$ cat config.mk
export PLATFORM = sky130hd
export DESIGN_NAME = intc_unit
export DESIGN_NICKNAME = d
export VERILOG_FILES = /design/src/rtl/intc_pkg.sv /design/src/rtl/intc_sync.sv /design/src/rtl/intc_detect.sv /design/src/rtl/intc_route.sv /design/src/rtl/intc_unit.sv
export SDC_FILE = /design/constraint.sdc
export NUM_CORES = 1
export LEC_CHECK = 0
export ABC_AREA = 1
export BUFFER_PORTS_ARGS = -buffer_cell sky130_fd_sc_hd__clkbuf_2
export CAP_MARGIN = 5
export CORE_MARGIN = 2
export CORE_UTILIZATION = 35
export DETAILED_ROUTE_END_ITERATION = 12
export HOLD_SLACK_MARGIN = 0.06
export PLACE_DENSITY_LB_ADDON = 0.05
export RECOVER_POWER = 100
export SLEW_MARGIN = 15
export SYNTH_ARGS = -nofsm -noshare
export SYNTH_HDL_FRONTEND = slang
export SYNTH_SLANG_ARGS = --single-unit
$ cat constraint.sdc
create_clock -name clk -period 1.6 [get_ports clk]
set_input_delay 0.16 -clock clk [delete_from_list [all_inputs] [get_ports clk]]
set_output_delay 0.16 -clock clk [all_outputs]
set_load 0.05 [all_outputs]
$ cat src/rtl/intc_pkg.sv
package intc_pkg;
  localparam int unsigned ADDR_W = 3;

  typedef enum logic [ADDR_W-1:0] {
    REG_PEND  = 3'd0,
    REG_EN    = 3'd1,
    REG_ROUTE = 3'd2,
    REG_POL   = 3'd3,
    REG_SENSE = 3'd4,
    REG_MASK  = 3'd5
  } reg_sel_e;
endpackage

$ cat src/rtl/intc_sync.sv
module intc_sync #(
  parameter int unsigned W      = 32,
  parameter int unsigned STAGES = 2
) (
  input  logic         clk,
  input  logic         rst,
  input  logic [W-1:0] d,
  output logic [W-1:0] q
);
  logic [STAGES-1:0][W-1:0] chain_q;

  always_ff @(posedge clk) begin
    if (rst) begin
      chain_q <= '0;
    end else begin
      chain_q[0] <= d;
      for (int s = 1; s < STAGES; s++) begin
        chain_q[s] <= chain_q[s-1];
      end
    end
  end

  assign q = chain_q[STAGES-1];
endmodule

$ cat src/rtl/intc_detect.sv
module intc_detect #(
  parameter int unsigned W = 32
) (
  input  logic         clk,
  input  logic         rst,
  input  logic [W-1:0] sync_in,
  input  logic [W-1:0] pol,
  input  logic [W-1:0] sense_edge,
  output logic [W-1:0] evt
);
  logic [W-1:0] active;
  logic [W-1:0] active_prev_q;
  logic [W-1:0] edge_hit;

  // polarity 1: input high is active; polarity 0: input low is active
  assign active = ~(sync_in ^ pol);

  always_ff @(posedge clk) begin
    if (rst) active_prev_q <= '0;
    else     active_prev_q <= active;
  end

  assign edge_hit = active & ~active_prev_q;

  genvar b;
  generate
    for (b = 0; b < W; b++) begin : g_bit
      assign evt[b] = sense_edge[b] ? edge_hit[b] : active[b];
    end
  endgenerate
endmodule

$ cat src/rtl/intc_route.sv
module intc_route #(
  parameter int unsigned W = 32
) (
  input  logic         clk,
  input  logic         rst,
  input  logic [W-1:0] masked,
  input  logic [W-1:0] route_crit,
  output logic         req_crit,
  output logic         req_noncrit
);
  always_ff @(posedge clk) begin
    if (rst) begin
      req_crit    <= 1'b0;
      req_noncrit <= 1'b0;
    end else begin
      req_crit    <= |(masked & route_crit);
      req_noncrit <= |(masked & ~route_crit);
    end
  end
endmodule

$ cat src/rtl/intc_unit.sv
module intc_unit
  import intc_pkg::*;
#(
  parameter int unsigned W           = 32,
  parameter int unsigned SYNC_STAGES = 2
) (
  input  logic              clk,
  input  logic              rst,
  input  logic [ADDR_W-1:0] bus_addr,
  input  logic              bus_we,
  input  logic [W-1:0]      bus_wdata,
  output logic [W-1:0]      bus_rdata,
  input  logic [W-1:0]      irq_src,
  output logic              irq_crit,
  output logic              irq_noncrit
);
  localparam int unsigned MSB = W - 1;

  reg_sel_e     sel;
  logic [W-1:0] src_msb;
  logic [W-1:0] src_sync;
  logic [W-1:0] evt;
  logic [W-1:0] stat_q, en_q, crit_q, pol_q, trig_q;
  logic [W-1:0] clr_mask;
  logic [W-1:0] masked;

  assign sel = reg_sel_e'(bus_addr);

  // source n lands on register bit MSB-n
  genvar n;
  generate
    for (n = 0; n < W; n++) begin : g_map
      assign src_msb[MSB-n] = irq_src[n];
    end
  endgenerate

  intc_sync #(.W(W), .STAGES(SYNC_STAGES)) i_sync (
    .clk (clk),
    .rst (rst),
    .d   (src_msb),
    .q   (src_sync)
  );

  intc_detect #(.W(W)) i_detect (
    .clk        (clk),
    .rst        (rst),
    .sync_in    (src_sync),
    .pol        (pol_q),
    .sense_edge (trig_q),
    .evt        (evt)
  );

  assign clr_mask = (bus_we && sel == REG_PEND) ? bus_wdata : '0;

  // configuration registers
  always_ff @(posedge clk) begin
    if (rst) begin
      en_q   <= '0;
      crit_q <= '0;
      pol_q  <= '0;
      trig_q <= '0;
    end else if (bus_we) begin
      case (sel)
        REG_EN:    en_q   <= bus_wdata;
        REG_ROUTE: crit_q <= bus_wdata;
        REG_POL:   pol_q  <= bus_wdata;
        REG_SENSE: trig_q <= bus_wdata;
        default: ;
      endcase
    end
  end

  // pending register: a clear beats a level event in the same cycle,
  // while an edge event is never lost to a simultaneous clear
  always_ff @(posedge clk) begin
    if (rst) stat_q <= '0;
    else     stat_q <= (stat_q & ~clr_mask) | (evt & ~(clr_mask & ~trig_q));
  end

  assign masked = stat_q & en_q;

  always_ff @(posedge clk) begin
    if (rst) begin
      bus_rdata <= '0;
    end else begin
      case (sel)
        REG_PEND:  bus_rdata <= stat_q;
        REG_EN:    bus_rdata <= en_q;
        REG_ROUTE: bus_rdata <= crit_q;
        REG_POL:   bus_rdata <= pol_q;
        REG_SENSE: bus_rdata <= trig_q;
        REG_MASK:  bus_rdata <= masked;
        default:   bus_rdata <= '0;
      endcase
    end
  end

  intc_route #(.W(W)) i_route (
    .clk         (clk),
    .rst         (rst),
    .masked      (masked),
    .route_crit  (crit_q),
    .req_crit    (irq_crit),
    .req_noncrit (irq_noncrit)
  );
endmodule

# Word-level counts from Yosys, hierarchy flattened
# Cells that the tools add are included.
# W data, S select, Z words.
[totals]
output_inout_bits = 34
ff_bits = 290
input_bits = 70
wordCells = 73
[classes]
reduce_logical = 8
bitwise = 15
n_eq_ne = 5
muxes = 34
[op_table]
columns = ["op", "n"]
rows = [
  ["$and A32 B32 Y32", 7],
  ["$not A32 Y32", 6],
  ["$pmux W32 S6", 1],
  ["$reduce_or A32 Y1", 2],
  ["$mux W1", 32],
  ["$mux W32", 1],
  ["$or A32 B32 Y32", 1],
  ["$xor A32 B32 Y32", 1],
  ["$reduce_and A2 Y1", 4],
  ["$eq A3 B2 Y1 const B", 2],
  ["$eq A3 B3 Y1 const B", 2],
  ["$eq A3 B1 Y1 const B", 1],
  ["$logic_not A3 Y1", 1],
  ["$logic_and A1 B1 Y1", 1],
]

# Logic depth before layout (Yosys ltp)
# Gate-level depths: netlist of run 1.
[logic_depth]
ltp_word = 7
mapped_depth = 9
ltp_nobuf = 8

# Cells and area by module
# Synthesis of run 1 repeated with hierarchy kept, for this count alone.
[unflattened]
hier_cells = 1908
area_unflattened_um2 = 12786.0
[modules_own_cells]
columns = ["module", "n_inst", "seq_area_each_um2", "cells_per_inst", "area_each_um2"]
rows = [
  ["intc_unit", 1, 3843.7, 1199, 8326.7],
  ["intc_sync", 1, 1281.2, 231, 2080.7],
  ["intc_detect", 1, 640.6, 323, 1755.4],
  ["intc_route", 1, 40.0, 155, 623.1],
]

# Worst setup path before layout of run 1
# Ideal clock, no wire load.
[synth_timing]
path_type = "in2reg"
from = "in bus_addr[0]"
to = "reg stat_q[20]"
n_path_buf = 1
setup_time_ps = 132
stages = 7
required_time_ps = 1468
path_slack_ps = 402
t_arrival_ps = 1066
path_cell_list = "nor2_1 nand2_2 inv_2 buf_6 nand3_1 o21ai_0 a21oi_1"
[synth_via]
elab_chain_cells = 7
[synth_lines]
columns = ["item", "line_no", "rtl"]
rows = [
  ["start: declaration", "intc_unit.sv:9", "input logic [ADDR_W-1:0] bus_addr,"],
  ["$logic_not A3 Y1 (*)", "intc_unit.sv:53", "assign clr_mask = (bus_we && sel == REG_PEND) ? bus_wdata : '0;"],
  ["$logic_and A1 B1 Y1 (*)", "intc_unit.sv:53", ""],
  ["$mux W32 (*)", "intc_unit.sv:53", ""],
  ["$and A32 B32 Y32", "intc_unit.sv:77", "else stat_q <= (stat_q & ~clr_mask) | (evt & ~(clr_mask & ~trig_q));"],
  ["$not A32 Y32", "intc_unit.sv:77", ""],
  ["$and A32 B32 Y32", "intc_unit.sv:77", ""],
  ["$or A32 B32 Y32 (*)", "intc_unit.sv:77", ""],
  ["end signal: assignment", "intc_unit.sv:77", ""],
  ["end: declaration", "intc_unit.sv:23", "logic [W-1:0] stat_q, en_q, crit_q, pol_q, trig_q;"],
]
# Every way passes the cells marked *; elsewhere a longest branch is shown, timed or not.
# A chain may end at the register's enable or synchronous reset.

# Worst setup path in the final report of run 1
[layout_timing]
from = "reg bus_rdata[14]"
to = "out bus_rdata[14]"
[layout_lines]
columns = ["item", "line_no", "rtl"]
rows = [
  ["start: declaration", "intc_unit.sv:12", "output logic [W-1:0] bus_rdata,"],
  ["start signal: assignment", "intc_unit.sv:87", "REG_PEND: bus_rdata <= stat_q;"],
  ["start signal: assignment", "intc_unit.sv:88", "REG_EN: bus_rdata <= en_q;"],
  ["start signal: assignment", "intc_unit.sv:89", "REG_ROUTE: bus_rdata <= crit_q;"],
]
# No word-level cell between the ends.

==> results of run 1 <==
-- where the power goes --
| group | total (mW) | internal (mW) | switching [mW] |
|---|---|---|---|
| clock network | 7.86 | 4.83 | 3.03 |
| logic | 1.38 | 0.499 | 0.880 |
| registers | 7.78 | 7.57 | 0.215 |
-- routing by layer --
metal	vias to the layer above	track usage (%)	routed length [microns]
met3	41	2.83	1500
met1	4669	27.6	16400
met5	-	0	0
li1	5243	-	-
met2	218	33.9	15800
met4	0	4.79	607
-- area by class of cell --
type                    instances  area share [%]
well taps                     442            3.89
inverters                     170            4.49
clock inverters                 8           0.660
flip-flops and latches        290            40.8
repair buffers                203            10.4
multi-input cells             983            32.3
clock buffers                  51            7.36
-- what timing repair did --
item | 4_1_cts | 5_1_grt
endpoints found under the hold margin | 177 | 0
setup endpoints to repair | 0 | 0
gates resized for setup | 0 | 0
hold buffers | 64 | 0
-- how the worst max path moves through the flow --
stage	startpoint	end	slack [ns]	depth (start not counted)
6_report	bus_rdata[14]	bus_rdata[14]	0.12	1
5_1_grt	bus_addr[1]	pol_q[4]	0.04	9
4_1_cts	stat_q[28]	i_route.req_crit	0.22	6
3_5_place_dp	bus_addr[1]	stat_q[31]	0.03	7
3_3_place_gp	bus_addr[1]	stat_q[0]	0.06	8
2_1_floorplan	bus_addr[0]	stat_q[20]	0.40	7
-- cell families after synthesis --
group           count (synthesis)
flops                         290
simple gates                  550
buf+inv                       247
compound gates                401
xor+xnor                       32
-- synthesized netlist by cell type --
master,n,share of area (%)
sky130_fd_sc_hd__dfxtp_1,290,51
sky130_fd_sc_hd__nor2_1,248,8.1
sky130_fd_sc_hd__nand2_1,190,6.2
sky130_fd_sc_hd__a21oi_1,182,8.0
sky130_fd_sc_hd__inv_1,163,5.3
sky130_fd_sc_hd__o21ai_0,162,7.1
sky130_fd_sc_hd__nand3_1,96,4.2
sky130_fd_sc_hd__clkbuf_1,43,1.4
sky130_fd_sc_hd__xor2_1,32,2.4
sky130_fd_sc_hd__o211ai_1,28,1.8
sky130_fd_sc_hd__buf_2,23,1.0
sky130_fd_sc_hd__o21ai_1,13,0.57
sky130_fd_sc_hd__o22ai_1,9,0.49
sky130_fd_sc_hd__a31oi_1,7,0.38
sky130_fd_sc_hd__inv_2,6,0.20
sky130_fd_sc_hd__nand2_2,6,0.33
sky130_fd_sc_hd__buf_6,5,0.49
sky130_fd_sc_hd__nor3_1,4,0.17
sky130_fd_sc_hd__buf_1,3,0.098
sky130_fd_sc_hd__buf_4,3,0.20
sky130_fd_sc_hd__nand2_4,2,0.20
sky130_fd_sc_hd__nor3_4,2,0.28
sky130_fd_sc_hd__clkinv_1,1,0.033
sky130_fd_sc_hd__nor2_2,1,0.055
sky130_fd_sc_hd__nor2_4,1,0.098
-- per-stage QoR --
step / power, mW / setup slack, ns
6_report: 17.0 / 0.121
5_1_grt: 17.7 / 0.0410
4_1_cts: 17.3 / 0.220
3_5_place_dp: 9.25 / 0.0337
3_3_place_gp: 9.24 / 0.0627
2_1_floorplan: 8.70 / 0.402
==> impl_summary.txt, run 1 <==
----------------------------------------------------
[CTS]
  CTS tree ... yes
  Post-CTS clock slew at the launch and capture registers of the worst setup and hold paths ... 0.06 ns
  CTS sink count ... 290
  Max H-tree Level ... 2
  Total setup buffers inserted after CTS ... 0
  Cts bufs inserted ... 34
  Clock latency at the later pin of the worst-skew pair ... 0.51 ns
  Largest buffer count on any clock path ... 3
  Clock root cell ... sky130_fd_sc_hd__clkbuf_16

[Yosys]
  Proportion of synthesized area in mux cells ... 0%
  Post-Syn Area per Cell ... 7.53 sq um
  Dominant combinational cell family by area after synthesis ... simple AND/OR/NAND/NOR gates
  Seq cells post-synth ... 290
  Number of nets in the synthesized netlist ... 1590
  Sequential element share of the synthesized area ... 50.7%
  Synthesized-area fraction occupied by adder cells ... 0%
  Synth Area in Simple Gates ... 19.7%
  Synthesized cell area ... 0.0114 sq mm
  Number of library cell types mapped by synthesis ... 25
  Post-synthesis xor/xnor area fraction ... 2.45%
  Fraction of the mapped netlist area in compound gates ... 18.3%
  Syn Inst Count ... 1520
  Warnings from Yosys ... 0

[STA]
  Tmin final ... 1.48 ns
  Transition time at the pin with the least slew margin ... 1.20 ns
  Final number of max-transition violations ... 0
  Setup violation total in the final timing report ... 0
  Worst clock skew ... 0.0162 ns
  Worst slew margin ... 20.0%
  Final Hold Viols ... 0
  Hold Slack ... 0.156 ns
  Period Utilization, post-route ... 92.4%
  Post-route setup TNS ... 0 ns
  Highest attainable clock frequency ... 676 MHz
  RSZ-0062 raised after global routing ... no

[Detailed routing]
  Detail Route Antenna Nets ... 0
  Vias/cell ... 4.74
  Vias ... 10200
  DRC violations left ... 0
  Violation count after the first detailed-route iteration ... 592
  WL per Instance ... 16.0 microns
  Total Wirelength ... 34.3 mm
  Count of TritonRoute iterations in the first routing pass ... 5

[Placement]
  Post-DP Area ... 0.0126 sq mm
  Cell count after placement ... 2024
  Routability congestion estimate ... 0.773
  Detailed placer's ending HPWL ... 21.4 mm
  Count of input and output buffers ... 103

[Setup path]
  Critical path launch point type ... flip-flop
  Crit end category ... primary output
  Largest fanout on the critical path ... 1
  Critical path class ... reg2out
  Data required time of the critical path ... 1.44 ns
  Critical path data arrival time ... 1.32 ns
  Buf+Inv Stages, Crit Path ... 1
  CP delay by family, top ... buffers and inverters
  Highest-delay cell along the critical path ... sky130_fd_sc_hd__clkbuf_1
  Cells on worst reg2reg path ... 6
  Chain of cells forming the critical path ... clkbuf_1
  Critical R2R Launch ... stat_q[28]
  Crit-path max cell delay ... 0.48 ns
  Reg-to-reg critical path endpoint ... i_route.req_crit
  FF-to-FF setup slack ... 0.19 ns

[GRT]
  Initial antenna violation count ... 0
  Global-route wire length before repair ... 53.1 mm
  Overall fraction of global-route tracks in use ... 20.2%
  Total overflow reported by the global router ... 0
  Largest net degree at the start of global routing ... 79
  Vias in the first global route ... 9585

[Power]
  Pwr Density ... 1200 mW/mm^2
  Leakage component of the power ... 5.91 nW
  Peak ir drop on the vdd network ... 0.689 mV

[Hold path]
  Worst hold endpoint ... trig_q[3]
  Worst hold stages ... 3
  Hold Path Class ... in2reg
  Launch instance of the worst min-delay path ... bus_we

[Cells and area]
  Sequential cell area ... 0.00581 sq mm
  Final instance area ... 0.0142 sq mm
  Ratio of cells with drive above 1 in the final layout ... 10.2%
  Post-route non-filler standard cell count ... 2147
  Number of antenna repair diodes ... 0
  Area Overhead vs Synth ... 24.2%
  Count of fill cells added during filler insertion ... 3425
  Final Net Count ... 1752
  Total area of multi-input combinational cells ... 0.00460 sq mm
  Most used cells in the layout excluding fill and tap cells ... sky130_fd_sc_hd__dfxtp_1 (290), sky130_fd_sc_hd__nor2_1 (248), sky130_fd_sc_hd__nand2_1 (193), sky130_fd_sc_hd__a21oi_1 (182), sky130_fd_sc_hd__o21ai_0 (175)
  Final standard cell utilization of the core ... 43.9%
  Most common library cell in the layout ignoring fill and taps ... sky130_fd_sc_hd__dfxtp_1

[Floorplan]
  Initial Util ... 35.3%
  Height of the die ... 185 microns
  Die Wd ... 185 microns
  Cell Rows ... 66
  Count of pins on the block boundary ... 104
  Total Die Area ... 0.0342 sq mm
  Core area ... 0.0324 sq mm

[Status]
  Outcome ... finished clean

[Run]
  Maximum Capacitance Violations ... 0

----------------------------------------------------
(Power assumes the default switching activity.)
==> run 2, diff against run 1 <==
==> constraint.sdc (replaced) <==
create_clock -name clk -period 1.6 [get_ports clk]
set_input_delay 0.16 -clock clk [delete_from_list [all_inputs] [get_ports clk]]
set_output_delay 0.16 -clock clk [all_outputs]
set_load 0.01 [all_outputs]
==> impl_summary.txt, run 2 (synthesis gave the netlist of run 1 again) <==
----------------------------------------------------
[Detailed routing]
  Vias ... 10100
  Detail Route Antenna Nets ... 0
  Total Wirelength ... 34.3 mm
  WL per Instance ... 16.0 microns
  DRC violations left ... 0
  Violation count after the first detailed-route iteration ... 620
  Vias/cell ... 4.73
  Count of TritonRoute iterations in the first routing pass ... 5

[Placement]
  Cell count after placement ... 2024
  Count of input and output buffers ... 103
  Detailed placer's ending HPWL ... 21.4 mm
  Routability congestion estimate ... 0.773

[Setup path]
  Chain of cells forming the critical path ... nand2_1, o21ai_0, nor2_1, nand2_1, nor2_1, a21oi_1
  Buf+Inv Stages, Crit Path ... 0
  Critical path class ... reg2reg
  Crit end category ... flip-flop
  CP delay by family, top ... compound AO/OA/AOI/OAI gates
  Crit-path max cell delay ... 0.37 ns
  FF-to-FF setup slack ... 0.19 ns
  Critical path launch point type ... flip-flop
  Highest-delay cell along the critical path ... sky130_fd_sc_hd__dfxtp_1
  Largest fanout on the critical path ... 4
  Data required time of the critical path ... 1.98 ns
  Critical path data arrival time ... 1.79 ns

[GRT]
  Largest net degree at the start of global routing ... 79
  Initial antenna violation count ... 0
  Overall fraction of global-route tracks in use ... 20.2%
  Total overflow reported by the global router ... 0
  Global-route wire length before repair ... 53.1 mm
  Vias in the first global route ... 9585

[Power]
  Net switching fraction of the power ... 23.9%
  Part of the total power dissipated in combinational logic ... 7.6%
  Net switching power figure ... 4.04 mW
  Leakage component of the power ... 5.89 nW
  Total internal power ... 12.9 mW
  Pwr Density ... 1190 mW/mm^2
  Peak ir drop on the vdd network ... 0.689 mV
  Sequential cell fraction of total power ... 46.0%
  Power share of the clock group ... 46.4%

[STA]
  Setup violation total in the final timing report ... 0
  Worst slew margin ... 19.8%
  Final Hold Viols ... 0
  RSZ-0062 raised after global routing ... no
  Period Utilization, post-route ... 88.4%
  Worst clock skew ... 0.0168 ns
  Post-route setup TNS ... 0 ns
  Highest attainable clock frequency ... 707 MHz
  Tmin final ... 1.41 ns
  Final number of max-transition violations ... 0
  Transition time at the pin with the least slew margin ... 1.20 ns

[Cells and area]
  Area Overhead vs Synth ... 24.2%
  Number of antenna repair diodes ... 0
  Final Net Count ... 1752
  Post-route non-filler standard cell count ... 2147
  Ratio of cells with drive above 1 in the final layout ... 9.79%
  Most used cells in the layout excluding fill and tap cells ... sky130_fd_sc_hd__dfxtp_1 (290), sky130_fd_sc_hd__nor2_1 (248), sky130_fd_sc_hd__nand2_1 (193), sky130_fd_sc_hd__a21oi_1 (182), sky130_fd_sc_hd__o21ai_0 (175)
  Most common library cell in the layout ignoring fill and taps ... sky130_fd_sc_hd__dfxtp_1

[Floorplan]
  Core area ... 0.0324 sq mm
  Die Wd ... 185 microns
  Height of the die ... 185 microns
  Count of pins on the block boundary ... 104
  Total Die Area ... 0.0342 sq mm
  Cell Rows ... 66
  Initial Util ... 35.3%

[CTS]
  Max H-tree Level ... 2
  Total setup buffers inserted after CTS ... 0
  Clock root cell ... sky130_fd_sc_hd__clkbuf_16
  Cts bufs inserted ... 34
  CTS sink count ... 290
  CTS tree ... yes
  Post-CTS clock slew at the launch and capture registers of the worst setup and hold paths ... 0.06 ns
  Largest buffer count on any clock path ... 3
  Clock latency at the later pin of the worst-skew pair ... 0.51 ns

[Run]
  Maximum Capacitance Violations ... 0

[Hold path]
  Hold Path Class ... in2reg

[Status]
  Outcome ... finished clean

----------------------------------------------------
[run 2: path summary, 6_finish.rpt]
| kind | from | end | cells after the start |
|---|---|---|---|
| worst max-delay path | stat_q[28] | i_route.req_crit | 6 |
| worst min-delay path | bus_we | trig_q[3] | 3 |
| worst max register to register | stat_q[28] | i_route.req_crit | 6 |
| worst min register to register | i_sync.chain_q[23] | i_sync.q[23] | 2 |
[run 2: cell type report]
class | count | area (sq um)
multi-input cells | 983 | 4600
well taps | 442 | 553
clock inverters | 8 | 93.8
repair buffers | 203 | 1470
inverters | 170 | 638
clock buffers | 51 | 1050
fillers | 3428 | 18200
flip-flops and latches | 290 | 5810
[run 2: timing repair]
item,CTS,global route
hold buffers,64,0
hold endpoints to repair,177,0
gates resized for setup,0,0
[run 2: metal layers]
| layer | up-vias | part of all wire [%] | global-route usage [%] |
|---|---|---|---|
| li1 | 5244 | - | - |
| met1 | 4638 | 48 | 27.6 |
| met2 | 218 | 46 | 33.9 |
| met3 | 45 | 4.3 | 2.83 |
| met4 | 0 | 1.9 | 4.79 |
| met5 | - | 0 | 0 |
[run 2: stage by stage]
| step | setup slack, ns | util, % | power (mW) | hold slack [ns] | area [sq um] |
|---|---|---|---|---|---|
| 4_1_cts | 0.220 | 44.5 | 17.2 | 0.113 | 14400 |
| 3_3_place_gp | 0.0627 | 39.0 | 9.15 | 0.351 | 12600 |
| 2_1_floorplan | 0.402 | - | 8.60 | 0.267 | 11400 |
| 3_5_place_dp | 0.0337 | 39.0 | 9.16 | 0.355 | 12600 |
| 6_report | 0.186 | 43.9 | 16.9 | 0.150 | 14200 |
| 5_1_grt | 0.0410 | 43.9 | 17.6 | 0.183 | 14200 |
[run 2: power groups by stage]
stage | logic [mW] | clock network, mW | registers (mW)
floorplan | 0.712 | 0 | 7.89
finish | 1.29 | 7.86 | 7.78
global placement | 1.21 | 0 | 7.94
detailed placement | 1.22 | 0 | 7.94
CTS | 1.34 | 8.06 | 7.78
global route | 1.46 | 8.34 | 7.82
[run 2: worst register-to-register path, cell delays in order, from the launching register on]
cell and delay (ns):
sky130_fd_sc_hd__dfxtp_1 0.37, sky130_fd_sc_hd__nand2_1 0.09, sky130_fd_sc_hd__o21ai_0 0.33, sky130_fd_sc_hd__nor2_1 0.09
sky130_fd_sc_hd__nand2_1 0.09, sky130_fd_sc_hd__nor2_1 0.06, sky130_fd_sc_hd__a21oi_1 0.26
==> run 3, diff against run 2 <==
--- a/config.mk
+++ b/config.mk
@@ -7,13 +7,14 @@
 export LEC_CHECK = 0
 export ABC_AREA = 1
 export BUFFER_PORTS_ARGS = -buffer_cell sky130_fd_sc_hd__clkbuf_2
-export CAP_MARGIN = 5
+export CAP_MARGIN = 20
 export CORE_MARGIN = 2
 export CORE_UTILIZATION = 35
 export DETAILED_ROUTE_END_ITERATION = 12
 export HOLD_SLACK_MARGIN = 0.06
 export PLACE_DENSITY_LB_ADDON = 0.05
 export RECOVER_POWER = 100
+export REMOVE_ABC_BUFFERS = 1
 export SLEW_MARGIN = 15
 export SYNTH_ARGS = -nofsm -noshare
 export SYNTH_HDL_FRONTEND = slang
==> impl_summary.txt, run 3 (synthesis gave the netlist of run 1 again) <==
----------------------------------------------------
[Setup path]
  Launching element of the worst setup path ... bus_addr[1]
  Critical R2R Launch ... stat_q[0]
  FF-to-FF setup slack ... 0.20 ns
  Crit end category ... flip-flop
  Critical path data arrival time ... 1.86 ns
  Critical path launch point type ... input pin
  Cells on worst reg2reg path ... 7
  Capture point of the critical path ... bus_rdata[23]
  Data required time of the critical path ... 2.04 ns
  Reg-to-reg critical path endpoint ... i_route.req_crit
  Critical path class ... in2reg
  Largest fanout on the critical path ... 21

[Detailed routing]
  DRC violations left ... 0
  Vias/cell ... 4.71
  Total Wirelength ... 33.6 mm
  WL per Instance ... 15.6 microns
  Met1 routed wirelength after detailed routing ... 15.9 mm
  Routed length on met3 ... 1.21 mm
  Violation count after the first detailed-route iteration ... 620
  Detail Route Antenna Nets ... 0
  Highest metal layer used by the detailed router ... met4
  Detailed route wirelength on metal2 ... 15.8 mm
  Count of TritonRoute iterations in the first routing pass ... 5
  Vias ... 10200

[Cells and area]
  Post-route non-filler standard cell count ... 2154
  Count of fill cells added during filler insertion ... 3420
  Ratio of cells with drive above 1 in the final layout ... 9.75%
  Final standard cell utilization of the core ... 44.0%
  Number of antenna repair diodes ... 0
  Final Net Count ... 1760
  Most common library cell in the layout ignoring fill and taps ... sky130_fd_sc_hd__dfxtp_1
  Area Overhead vs Synth ... 24.5%
  Most used cells in the layout excluding fill and tap cells ... sky130_fd_sc_hd__dfxtp_1 (290), sky130_fd_sc_hd__nor2_1 (249), sky130_fd_sc_hd__nand2_1 (191), sky130_fd_sc_hd__a21oi_1 (182), sky130_fd_sc_hd__o21ai_0 (173)

[CTS]
  Post-CTS clock slew at the launch and capture registers of the worst setup and hold paths ... 0.06 ns
  Largest buffer count on any clock path ... 3
  CTS resizes ... 0
  Clock root cell ... sky130_fd_sc_hd__clkbuf_16
  Max H-tree Level ... 2
  Cts bufs inserted ... 34
  Quantity of hold-fixing buffers added after cts ... 64
  Total setup buffers inserted after CTS ... 0
  CTS sink count ... 290
  Clock latency at the later pin of the worst-skew pair ... 0.51 ns
  CTS tree ... yes

[STA]
  Final worst-path setup slack ... 0.183 ns
  Setup violation total in the final timing report ... 0
  RSZ-0062 raised after global routing ... no
  Final number of max-transition violations ... 0
  Worst clock skew ... 0.0116 ns
  Tmin final ... 1.42 ns
  Transition time at the pin with the least slew margin ... 0.726 ns
  Highest attainable clock frequency ... 706 MHz
  Worst slew margin ... 51.6%
  Final Hold Viols ... 0
  Period Utilization, post-route ... 88.6%

[Placement]
  Routability congestion estimate ... 0.774
  Count of input and output buffers ... 103
  Detailed placer's ending HPWL ... 21.7 mm
  Post-placement setup slack ... 0.0405 ns
  Cell count after placement ... 2032

[Floorplan]
  Die Wd ... 185 microns
  Total Die Area ... 0.0342 sq mm
  Cell Rows ... 66
  Height of the die ... 185 microns
  Core area ... 0.0324 sq mm
  Initial Util ... 35.3%
  Count of pins on the block boundary ... 104

[GRT]
  Initial antenna violation count ... 0
  Total overflow reported by the global router ... 0
  Global-route wire length before repair ... 53.0 mm
  Largest net degree at the start of global routing ... 93
  Overall fraction of global-route tracks in use ... 20.0%
  Vias in the first global route ... 9741

[Run]
  Maximum Capacitance Violations ... 0

[Hold path]
  Hold Path Class ... in2reg

[Power]
  Total chip power ... 16.7 mW
  Leakage component of the power ... 5.90 nW
  Pwr Density ... 1170 mW/mm^2
  Peak ir drop on the vdd network ... 0.612 mV

[Status]
  Outcome ... finished clean

----------------------------------------------------
[run 3: cell count changes in the layout (fill, tap and decap cells not counted), sizes merged]
cell,change
clkbuf,+2
clkinv,-1
bufinv,-1
buf,+7
[run 3: worst max-delay path: stages]
cell and delay (ns):
sky130_fd_sc_hd__clkbuf_1 0.09, sky130_fd_sc_hd__nor2_1 0.27, sky130_fd_sc_hd__nand2_4 0.11, sky130_fd_sc_hd__inv_1 0.12, sky130_fd_sc_hd__clkbuf_2 0.55, sky130_fd_sc_hd__buf_12 0.21, sky130_fd_sc_hd__nand2_1 0.05, sky130_fd_sc_hd__o211ai_1 0.08
sky130_fd_sc_hd__nor2_1 0.06, sky130_fd_sc_hd__nor2_1 0.12
[run 3: stage by stage]
stage	TNS (ns)	hold slack (ns)	instance area, sq um
floorplan	-35.59	0.229	11100
global placement	0	0.352	12700
detailed placement	0	0.355	12700
CTS	0	0.118	14400
global route	0	0.130	14200
finish	0	0.106	14200
[run 3: layout make-up]
type | count | area, sq um | share of cell area, %
flip-flops and latches | 290 | 5810 | 40.8
repair buffers | 211 | 1540 | 10.8
clock buffers | 52 | 1040 | 7.32
inverters | 170 | 638 | 4.48
clock inverters | 6 | 58.8 | 0.413
well taps | 442 | 553 | 3.88
multi-input cells | 983 | 4600 | 32.3
[run 3: metal layers]
metal / global-route usage, % / vias up
li1: - / 5255
met1: 26.0 / 4680
met2: 34.5 / 180
met3: 2.89 / 39
met4: 5.33 / 0
met5: 0 / -
[run 3: how the worst min path moves through the flow]
stage / from / to / cells after the start
5_1_grt: rst / i_sync.q[3] / 3
2_1_floorplan: rst / bus_rdata[16] / 1
3_5_place_dp: irq_src[10] / i_sync.chain_q[21] / 3
4_1_cts: rst / i_sync.q[3] / 3
6_report: rst / i_sync.q[3] / 3
3_3_place_gp: irq_src[29] / i_sync.chain_q[2] / 3
[run 3: power by group]
group | total, mW | leakage, nW | internal [mW] | switching [mW]
sequential | 7.77 | 2.38 | 7.57 | 0.206
clock | 7.61 | 0.544 | 4.64 | 2.97
combinational | 1.30 | 2.97 | 0.510 | 0.794
total | 16.7 | 5.90 | 12.7 | 3.97
